--- config.mk ---
export PLATFORM = sky130hd
export DESIGN_NAME = ptp_hdr_extract
export DESIGN_NICKNAME = d
export VERILOG_FILES = /design/src/rtl/ptp_pkg.sv /design/src/rtl/ptp_locator.sv /design/src/rtl/ptp_field_cap.sv /design/src/rtl/ptp_rec_out.sv /design/src/rtl/ptp_hdr_extract.sv
export SDC_FILE = /design/constraint.sdc
export NUM_CORES = 1
export LEC_CHECK = 0
export BUFFER_PORTS_ARGS = -buffer_cell sky130_fd_sc_hd__buf_2
export CAP_MARGIN = 20
export CORE_ASPECT_RATIO = 1.4
export CORE_MARGIN = 2
export CORE_UTILIZATION = 25
export CTS_CLUSTER_SIZE = 14
export DETAILED_ROUTE_END_ITERATION = 8
export HOLD_SLACK_MARGIN = 0.1
export PLACE_DENSITY = 0.41
export SYNTH_ARGS = -nofsm -noshare
export SYNTH_HDL_FRONTEND = slang
export SYNTH_SLANG_ARGS = --single-unit
--- constraint.sdc ---
create_clock -name clk -period 7.9 [get_ports clk]
set_clock_uncertainty 0.15 [all_clocks]
set_input_delay 0.79 -clock clk [delete_from_list [all_inputs] [get_ports clk]]
set_output_delay 0.79 -clock clk [all_outputs]
set_load 0.01 [all_outputs]
--- src/rtl/ptp_pkg.sv ---
package ptp_pkg;

  typedef enum logic [1:0] {
    ENC_NONE = 2'd0,
    ENC_L2   = 2'd1,
    ENC_V4   = 2'd2,
    ENC_V6   = 2'd3
  } encap_e;

  localparam int MAC_PAIR_LEN = 12;
  localparam int ETH_LEN      = 14;
  localparam int TAG_LEN      = 4;
  localparam int UDP_LEN      = 8;
  localparam int IP6_LEN      = 40;
  localparam int V4_PROTO_OFF = 9;
  localparam int V6_NXT_OFF   = 6;
  localparam int UDP_DPORT_LO = 3;
  localparam int HDR_SPAN     = 32;

  localparam int OFF_MSG  = 0;
  localparam int OFF_VER  = 1;
  localparam int OFF_CID  = 20;
  localparam int OFF_PORT = 28;
  localparam int OFF_SEQ  = 30;

  localparam logic [15:0] ET_TAG  = 16'h8100;
  localparam logic [15:0] ET_PTP  = 16'h88F7;
  localparam logic [15:0] ET_IPV4 = 16'h0800;
  localparam logic [15:0] ET_IPV6 = 16'h86DD;
  localparam logic [7:0]  PROTO_UDP = 8'd17;
  localparam logic [15:0] PORT_EVT  = 16'd319;
  localparam logic [15:0] PORT_GEN  = 16'd320;
  localparam logic [3:0]  PTP_VER   = 4'd2;
  localparam logic [3:0]  MSG_SYNC  = 4'd0;
  localparam logic [3:0]  MSG_PRESP = 4'd3;
  localparam logic [3:0]  MSG_LAST_EVT = 4'd3;

  typedef struct packed {
    logic [3:0]  msg;
    logic [3:0]  ver;
    logic [63:0] cid;
    logic [15:0] port;
    logic [15:0] seq;
  } hdr_fields_t;

endpackage

--- src/rtl/ptp_locator.sv ---
module ptp_locator
  import ptp_pkg::*;
#(
  parameter int POS_W = 11
) (
  input  logic       clk,
  input  logic       rst_n,
  input  logic       in_valid,
  input  logic       in_sof,
  input  logic [7:0] in_byte,
  output logic       hdr_vld,
  output logic [4:0] hdr_off,
  output encap_e     encap
);
  localparam logic [POS_W-1:0] POS_MAX = '1;
  localparam logic [POS_W-1:0] SPAN    = POS_W'(HDR_SPAN);

  logic [POS_W-1:0] pos_q, pos_d, idx;
  logic             vlan_q, vlan_d, live_q, live_d, hok_q, hok_d;
  encap_e           kind_q, kind_d;
  logic [7:0]       prev_q;
  logic [POS_W-1:0] udp_q, udp_d, hb_q, hb_d;

  logic             c_vlan, c_live, c_hok;
  encap_e           c_kind;
  logic [POS_W-1:0] eh, rel;
  logic [15:0]      pair;

  // start of frame wipes the per-frame state for the byte being accepted
  assign idx    = in_sof ? '0 : pos_q;
  assign c_vlan = in_sof ? 1'b0 : vlan_q;
  assign c_live = in_sof ? 1'b1 : live_q;
  assign c_hok  = in_sof ? 1'b0 : hok_q;
  assign c_kind = in_sof ? ENC_NONE : kind_q;
  assign eh     = c_vlan ? POS_W'(ETH_LEN + TAG_LEN) : POS_W'(ETH_LEN);
  assign pair   = {prev_q, in_byte};
  assign rel    = idx - hb_q;

  always_comb begin
    pos_d  = pos_q;
    vlan_d = vlan_q;
    live_d = live_q;
    hok_d  = hok_q;
    kind_d = kind_q;
    udp_d  = udp_q;
    hb_d   = hb_q;
    if (in_valid) begin
      pos_d  = (idx == POS_MAX) ? idx : idx + 1'b1;
      vlan_d = c_vlan;
      live_d = c_live;
      hok_d  = c_hok;
      kind_d = c_kind;
      if (c_live && c_kind == ENC_NONE) begin
        if (idx == POS_W'(ETH_LEN - 1) && !c_vlan && pair == ET_TAG) begin
          vlan_d = 1'b1;
        end else if (idx == eh - 1'b1) begin
          unique case (pair)
            ET_PTP:  begin kind_d = ENC_L2; hb_d = eh; hok_d = 1'b1; end
            ET_IPV4: kind_d = ENC_V4;
            ET_IPV6: begin
              kind_d = ENC_V6;
              udp_d  = eh + POS_W'(IP6_LEN);
              hb_d   = eh + POS_W'(IP6_LEN + UDP_LEN);
              hok_d  = 1'b1;
            end
            default: live_d = 1'b0;
          endcase
        end
      end
      if (c_live && c_kind == ENC_V4) begin
        if (idx == eh) begin
          if (in_byte[7:4] != 4'd4 || in_byte[3:0] < 4'd5) live_d = 1'b0;
          udp_d = eh + POS_W'({in_byte[3:0], 2'b00});
          hb_d  = eh + POS_W'({in_byte[3:0], 2'b00}) + POS_W'(UDP_LEN);
          hok_d = 1'b1;
        end
        if (idx == eh + POS_W'(V4_PROTO_OFF) && in_byte != PROTO_UDP) live_d = 1'b0;
      end
      if (c_live && c_kind == ENC_V6 && idx == eh + POS_W'(V6_NXT_OFF) &&
          in_byte != PROTO_UDP) live_d = 1'b0;
      if (c_live && c_hok && (c_kind == ENC_V4 || c_kind == ENC_V6) &&
          idx == udp_q + POS_W'(UDP_DPORT_LO) && pair != PORT_EVT && pair != PORT_GEN)
        live_d = 1'b0;
    end
  end

  always_ff @(posedge clk or negedge rst_n) begin
    if (!rst_n) begin
      pos_q  <= '0;
      vlan_q <= 1'b0;
      live_q <= 1'b0;
      hok_q  <= 1'b0;
      kind_q <= ENC_NONE;
      udp_q  <= '0;
      hb_q   <= '0;
      prev_q <= '0;
    end else begin
      pos_q  <= pos_d;
      vlan_q <= vlan_d;
      live_q <= live_d;
      hok_q  <= hok_d;
      kind_q <= kind_d;
      udp_q  <= udp_d;
      hb_q   <= hb_d;
      if (in_valid) prev_q <= in_byte;
    end
  end

  assign hdr_vld = in_valid && c_live && c_hok && c_kind != ENC_NONE &&
                   idx >= hb_q && rel < SPAN;
  assign hdr_off = rel[4:0];
  assign encap   = c_kind;

  logic [4:0] last_off_q;
  always_ff @(posedge clk or negedge rst_n) begin
    if (!rst_n)       last_off_q <= '0;
    else if (hdr_vld) last_off_q <= hdr_off;
  end

  assert_off_step_R9: assert property (@(posedge clk) disable iff (!rst_n)
    (hdr_vld && hdr_off != 5'd0) |-> (hdr_off == last_off_q + 5'd1));

  assert_tag_before_class_R3: assert property (@(posedge clk) disable iff (!rst_n)
    (vlan_q && !$past(vlan_q)) |-> (kind_q == ENC_NONE));

endmodule

--- src/rtl/ptp_field_cap.sv ---
module ptp_field_cap
  import ptp_pkg::*;
(
  input  logic        clk,
  input  logic        rst_n,
  input  logic        hdr_vld,
  input  logic [4:0]  hdr_off,
  input  logic [7:0]  in_byte,
  output logic        hdr_done,
  output hdr_fields_t fields
);
  logic [3:0]  msg_q, msg_d, ver_q, ver_d;
  logic [63:0] cid_q, cid_d;
  logic [15:0] port_q, port_d;
  logic [7:0]  shi_q, shi_d;

  always_comb begin
    msg_d  = msg_q;
    ver_d  = ver_q;
    cid_d  = cid_q;
    port_d = port_q;
    shi_d  = shi_q;
    if (hdr_vld) begin
      if (hdr_off == 5'(OFF_MSG)) msg_d = in_byte[3:0];
      if (hdr_off == 5'(OFF_VER)) ver_d = in_byte[3:0];
      if (hdr_off >= 5'(OFF_CID) && hdr_off < 5'(OFF_PORT))
        cid_d = {cid_q[55:0], in_byte};
      if (hdr_off == 5'(OFF_PORT) || hdr_off == 5'(OFF_PORT + 1))
        port_d = {port_q[7:0], in_byte};
      if (hdr_off == 5'(OFF_SEQ)) shi_d = in_byte;
    end
  end

  always_ff @(posedge clk or negedge rst_n) begin
    if (!rst_n) begin
      msg_q  <= '0;
      ver_q  <= '0;
      cid_q  <= '0;
      port_q <= '0;
      shi_q  <= '0;
    end else begin
      msg_q  <= msg_d;
      ver_q  <= ver_d;
      cid_q  <= cid_d;
      port_q <= port_d;
      shi_q  <= shi_d;
    end
  end

  assign hdr_done = hdr_vld && hdr_off == 5'(OFF_SEQ + 1);
  assign fields   = '{msg: msg_q, ver: ver_q, cid: cid_q, port: port_q,
                      seq: {shi_q, in_byte}};

endmodule

--- src/rtl/ptp_rec_out.sv ---
module ptp_rec_out
  import ptp_pkg::*;
#(
  parameter int TS_W = 48
) (
  input  logic            clk,
  input  logic            rst_n,
  input  logic            in_valid,
  input  logic            in_sof,
  input  logic [TS_W-1:0] ts_now,
  input  logic            hdr_done,
  input  hdr_fields_t     fields,
  input  encap_e          encap,
  input  logic            one_step_en,
  output logic            rec_valid,
  output logic [3:0]      rec_msg_type,
  output logic [63:0]     rec_clock_id,
  output logic [15:0]     rec_port,
  output logic [15:0]     rec_seq,
  output logic [TS_W-1:0] rec_ts,
  output logic [1:0]      rec_encap,
  output logic            rec_one_step
);
  logic [TS_W-1:0] sof_ts_q;
  logic            accept, os_d;

  assign accept = hdr_done && fields.ver == PTP_VER && fields.msg <= MSG_LAST_EVT;
  assign os_d   = one_step_en && (fields.msg == MSG_SYNC || fields.msg == MSG_PRESP);

  always_ff @(posedge clk or negedge rst_n) begin
    if (!rst_n)                  sof_ts_q <= '0;
    else if (in_valid && in_sof) sof_ts_q <= ts_now;
  end

  always_ff @(posedge clk or negedge rst_n) begin
    if (!rst_n) begin
      rec_valid    <= 1'b0;
      rec_msg_type <= '0;
      rec_clock_id <= '0;
      rec_port     <= '0;
      rec_seq      <= '0;
      rec_ts       <= '0;
      rec_encap    <= '0;
      rec_one_step <= 1'b0;
    end else begin
      rec_valid <= accept;
      if (accept) begin
        rec_msg_type <= fields.msg;
        rec_clock_id <= fields.cid;
        rec_port     <= fields.port;
        rec_seq      <= fields.seq;
        rec_ts       <= sof_ts_q;
        rec_encap    <= encap;
        rec_one_step <= os_d;
      end
    end
  end

  assert_pulse_R10: assert property (@(posedge clk) disable iff (!rst_n)
    rec_valid |=> !rec_valid);
  assert_after_done_R10: assert property (@(posedge clk) disable iff (!rst_n)
    rec_valid |-> $past(hdr_done));
  assert_event_only_R7: assert property (@(posedge clk) disable iff (!rst_n)
    rec_valid |-> rec_msg_type <= MSG_LAST_EVT);
  assert_one_step_R11: assert property (@(posedge clk) disable iff (!rst_n)
    (rec_valid && rec_one_step) |-> (rec_msg_type == MSG_SYNC || rec_msg_type == MSG_PRESP));

endmodule

--- src/rtl/ptp_hdr_extract.sv ---
module ptp_hdr_extract
  import ptp_pkg::*;
#(
  parameter int TS_W  = 48,
  parameter int POS_W = 11
) (
  input  logic            clk,
  input  logic            rst_n,
  input  logic            in_valid,
  input  logic            in_sof,
  input  logic [7:0]      in_byte,
  input  logic            one_step_en,
  input  logic [TS_W-1:0] ts_now,
  output logic            rec_valid,
  output logic [3:0]      rec_msg_type,
  output logic [63:0]     rec_clock_id,
  output logic [15:0]     rec_port,
  output logic [15:0]     rec_seq,
  output logic [TS_W-1:0] rec_ts,
  output logic [1:0]      rec_encap,
  output logic            rec_one_step
);
  logic        hdr_vld, hdr_done;
  logic [4:0]  hdr_off;
  encap_e      encap;
  hdr_fields_t fields;

  ptp_locator #(.POS_W(POS_W)) u_loc (
    .clk(clk), .rst_n(rst_n), .in_valid(in_valid), .in_sof(in_sof),
    .in_byte(in_byte), .hdr_vld(hdr_vld), .hdr_off(hdr_off), .encap(encap)
  );

  ptp_field_cap u_cap (
    .clk(clk), .rst_n(rst_n), .hdr_vld(hdr_vld), .hdr_off(hdr_off),
    .in_byte(in_byte), .hdr_done(hdr_done), .fields(fields)
  );

  ptp_rec_out #(.TS_W(TS_W)) u_out (
    .clk(clk), .rst_n(rst_n), .in_valid(in_valid), .in_sof(in_sof),
    .ts_now(ts_now), .hdr_done(hdr_done), .fields(fields), .encap(encap),
    .one_step_en(one_step_en), .rec_valid(rec_valid),
    .rec_msg_type(rec_msg_type), .rec_clock_id(rec_clock_id),
    .rec_port(rec_port), .rec_seq(rec_seq), .rec_ts(rec_ts),
    .rec_encap(rec_encap), .rec_one_step(rec_one_step)
  );

endmodule

==> run summary <==
Area taken by multi-input logic gates -> 5920 sq um
Syn Inst Count -> 1109
ANT nets after route -> 0
Synth Area in XOR/XNOR -> 0.0175
Die Y -> 293 um
Worst hold slack -> 0.304 ns
Final worst-path cycle share -> 0.641
RePlAce Congestion -> 0.786
Min cycle time layout -> 5.06 ns
Peak Freq -> 0.198 GHz
Synth Area in Simple Gates -> 0.0825
Commonest cells after routing, fill and taps aside -> dfrtp_1 (342), buf_2 (211), mux2_2 (209), mux2_1 (87), nand2_1 (53)
Worst Setup Path Type -> primary input to flop
Worst-Margin Slew -> 1.02 ns
Commonest non-fill, non-tap cell in the layout -> dfrtp_1
Fin. Hold Viols -> 0
Area grow syn2layout -> 21.4%
PortBufs -> 212
Fillers -> 6096
Register share of total power -> 0.454
Post-CTS Setup Inserts -> 0
Core Box Area -> 59400 sq um
Post-synth top area cell -> dfrtp_1
Num ports -> 213
Largest net degree at the start of global routing -> 143
Nets@finish -> 1389
Synth area leaders -> dfrtp_1 (57%), mux2_2 (16%), mux2_1 (6.6%), nand2_1 (1.4%), ha_1 (1.3%)
Reg area -> 8560 sq um
Die Wd -> 211 um
Routed len/inst -> 18.9 um
Setup-failing EPs final -> 0
Worst EP required -> 8.17 ns
Post-synth cell types -> 83
Comb pwr share -> 0.047
First-pass GRT wire length -> 61.7 mm
Int Power -> 3110 uW
CTS Root Cell -> clkbuf_16
Hold crit path type -> primary input to flop
CTS tree -> built
Largest stage delay on the critical path -> 0.51 ns
Top_reg_cell synth -> dfrtp_1
Starting Density -> 0.251
FP Rows -> 106
Outcome -> complete, no violations
GRT overflow -> 0
Via count -> 9566
Maxcap violations -> 0
Num Clock Sinks -> 342
Adder-cell share of the synthesized area -> 0.0153
Clock Tree Buf Depth -> 3
Clk slew on worst S/H paths -> 0.06 ns
Static Leak -> 0.00920 uW
Mux contribution to synthesized area -> 0.229
Worst reg2reg path startpoint -> u_loc.pos_q[0]
Clk pwr share -> 0.499
Util after Layout -> 0.305
DR vias/cell -> 4.56
Synth Area in Compound Gates -> 0.0505
CTS buffer count -> 40
Crit-path most repeated cell -> inv_1
Critical Path, Cell by Cell -> buf_2 > inv_1 > nand2_1 > inv_1 > ha_1 > or2_1 > a2111oi_2 > nand3b_1 > or3b_1 > a2111oi_4 > nand3_4 > buf_12 > mux2_1
Slowest cell on crit path -> nand3_4
Crit Path Max Fanout -> 89
Sequential-to-total area share from yosys stat -> 0.573
Launch point of the worst hold path -> ts_now[21]
Fin Setup TNS -> 0 ns
PwrDens -> 222 nW/um^2
CP Launch Type -> primary input
Warnings from Yosys -> 0
Drc violations -> 0
Clk_lat worst skew -> 0.57 ns
Combinational family with the most area after synthesis -> multiplexers
Final HPWL DP -> 27.6 mm
Initial drt markers -> 447
P_sw -> 910 uW
Sw Ratio -> 0.226
Initial antenna violation count -> 7
Syn_nets -> 1186
DP Area -> 16700 sq um
Worst setup startpoint -> in_sof
Synth Area per Inst -> 13.5 sq um
Fin. max-slew vios -> 0
Synth top area share -> 0.573
Synthesized area -> 14900 sq um
GRT Util Overall -> 0.130
Share of layout cells above drive strength 1 -> 0.390
H-tree depth -> 2
Max VDD drop -> 124 uV
WL final -> 39.7 mm
RSZ-0062 raised after global routing -> false
Number of global-route vias before repair -> 9968
Drt first pass iters -> 4
Post-route cell area -> 18100 sq um
Number of synthesized flops with an enable pin -> 0
Slew margin rel. -> 0.313
Crit path arrival time -> 5.33 ns
Worst R2R Setup Slack -> 3.12 ns
Worst setup EP type -> flop
FF+latch count, synth -> 342
Die ar. -> 61700 sq um
Post-synth ARST share -> 1.00
==> metrics by stage <==
step	total power, uW	setup WS (ns)	cells
6_report	4020	2.84	2098
4_1_cts	4120	2.87	2097
3_3_place_gp	2050	2.34	2025
3_5_place_dp	2050	2.29	2025
2_1_floorplan	1960	3.31	1109
5_1_grt	4210	2.55	2098
==> worst paths after layout <==
check / depth (start not counted) / endpoint
max: 13 / u_out.rec_seq[6]
min: 2 / u_out.sof_ts_q[21]
max reg2reg: 13 / u_out.rec_seq[6]
min reg2reg: 1 / u_loc.hb_q[7]
max in group asynchronous: 3 / u_out.rec_msg_type[1]
min in group asynchronous: 2 / u_out.rec_ts[20]
==> per-layer routing <==
layer / track usage / part of all wire / vias up
met4: 0.0459 / 0.032 / 10
met5: 0 / 0.0016 / -
met3: 0.0278 / 0.046 / 82
met2: 0.238 / 0.53 / 212
li1: - / - / 4392
met1: 0.148 / 0.39 / 4870
==> cell families (layout without fill, tap and decap cells) <==
group	count (synthesis)	after routing
other	0	1
buffers and inverters	88	320
DFF	342	342
xor gates and xnor gates	29	29
and+or+nand+nor	219	219
adders and majority gates	18	18
AOI/OAI and AO/OA	110	110
muxes	303	303
==> power by group through the flow <==
stage / clock, uW / combinational, uW / sequential (uW)
floorplan: 0 / 114 / 1840
global placement: 0 / 192 / 1850
detailed placement: 0 / 194 / 1860
CTS: 2100 / 195 / 1820
global route: 2160 / 213 / 1830
finish: 2010 / 189 / 1820
==> cell usage after synthesis, types with 6 or more instances <==
master	count
nand4_1	13
o21ai_0	28
clkbuf_1	20
and2_1	6
ha_1	15
nand2b_1	12
mux2_2	209
a31oi_1	6
a21oi_1	27
xnor2_1	15
nor4_1	10
nor4b_1	6
nor3_1	15
dfrtp_1	342
inv_1	29
xor2_1	13
nand3_1	14
nor2b_1	18
nor2_1	31
buf_2	21
mux2_1	87
nand2_1	54
buf_6	14
==> repair_timing <==
action | in CTS | in global routing
resized for setup | 0 | 0
setup endpoints to repair | 0 | 0
hold buffers | 1 | 0
hold endpoints to repair | 61 | 0
==> cell type report <==
cell class,count,share of cell area
Sequential cell,342,0.472
Multi-Input combinational cell,679,0.326
Timing Repair Buffer,219,0.0642
Clock buffer,53,0.0623
Tap cell,756,0.0522
Clock inverter,18,0.0162
Inverter,30,0.00621
Antenna cell,1,0.000138
==> state kept, by name, indices dropped and copies added (netlist names), 2 cells and up <==
register            flops
u_out.rec_port         16
u_cap.cid_q            64
u_loc.udp_q            11
u_out.rec_encap         2
u_loc.pos_q            11
u_out.rec_seq          16
u_cap.ver_q             4
u_loc.kind_q            2
u_cap.msg_q             4
u_loc.prev_q            8
u_out.rec_clock_id     64
u_out.rec_ts           48
u_cap.port_q           16
u_out.rec_msg_type      4
u_loc.hb_q             11
u_cap.shi_q             8
u_out.sof_ts_q         48
==> critical path: cells and delay by family <==
family	cells	cell delay (ns)
muxes	1	0.41
buffers and inverters	4	1.43
AOI/OAI and AO/OA	2	0.78
adders and majority gates	1	0.22
and+or+nand+nor	5	1.57
Note: power is estimated with default switching activity, not from simulation.
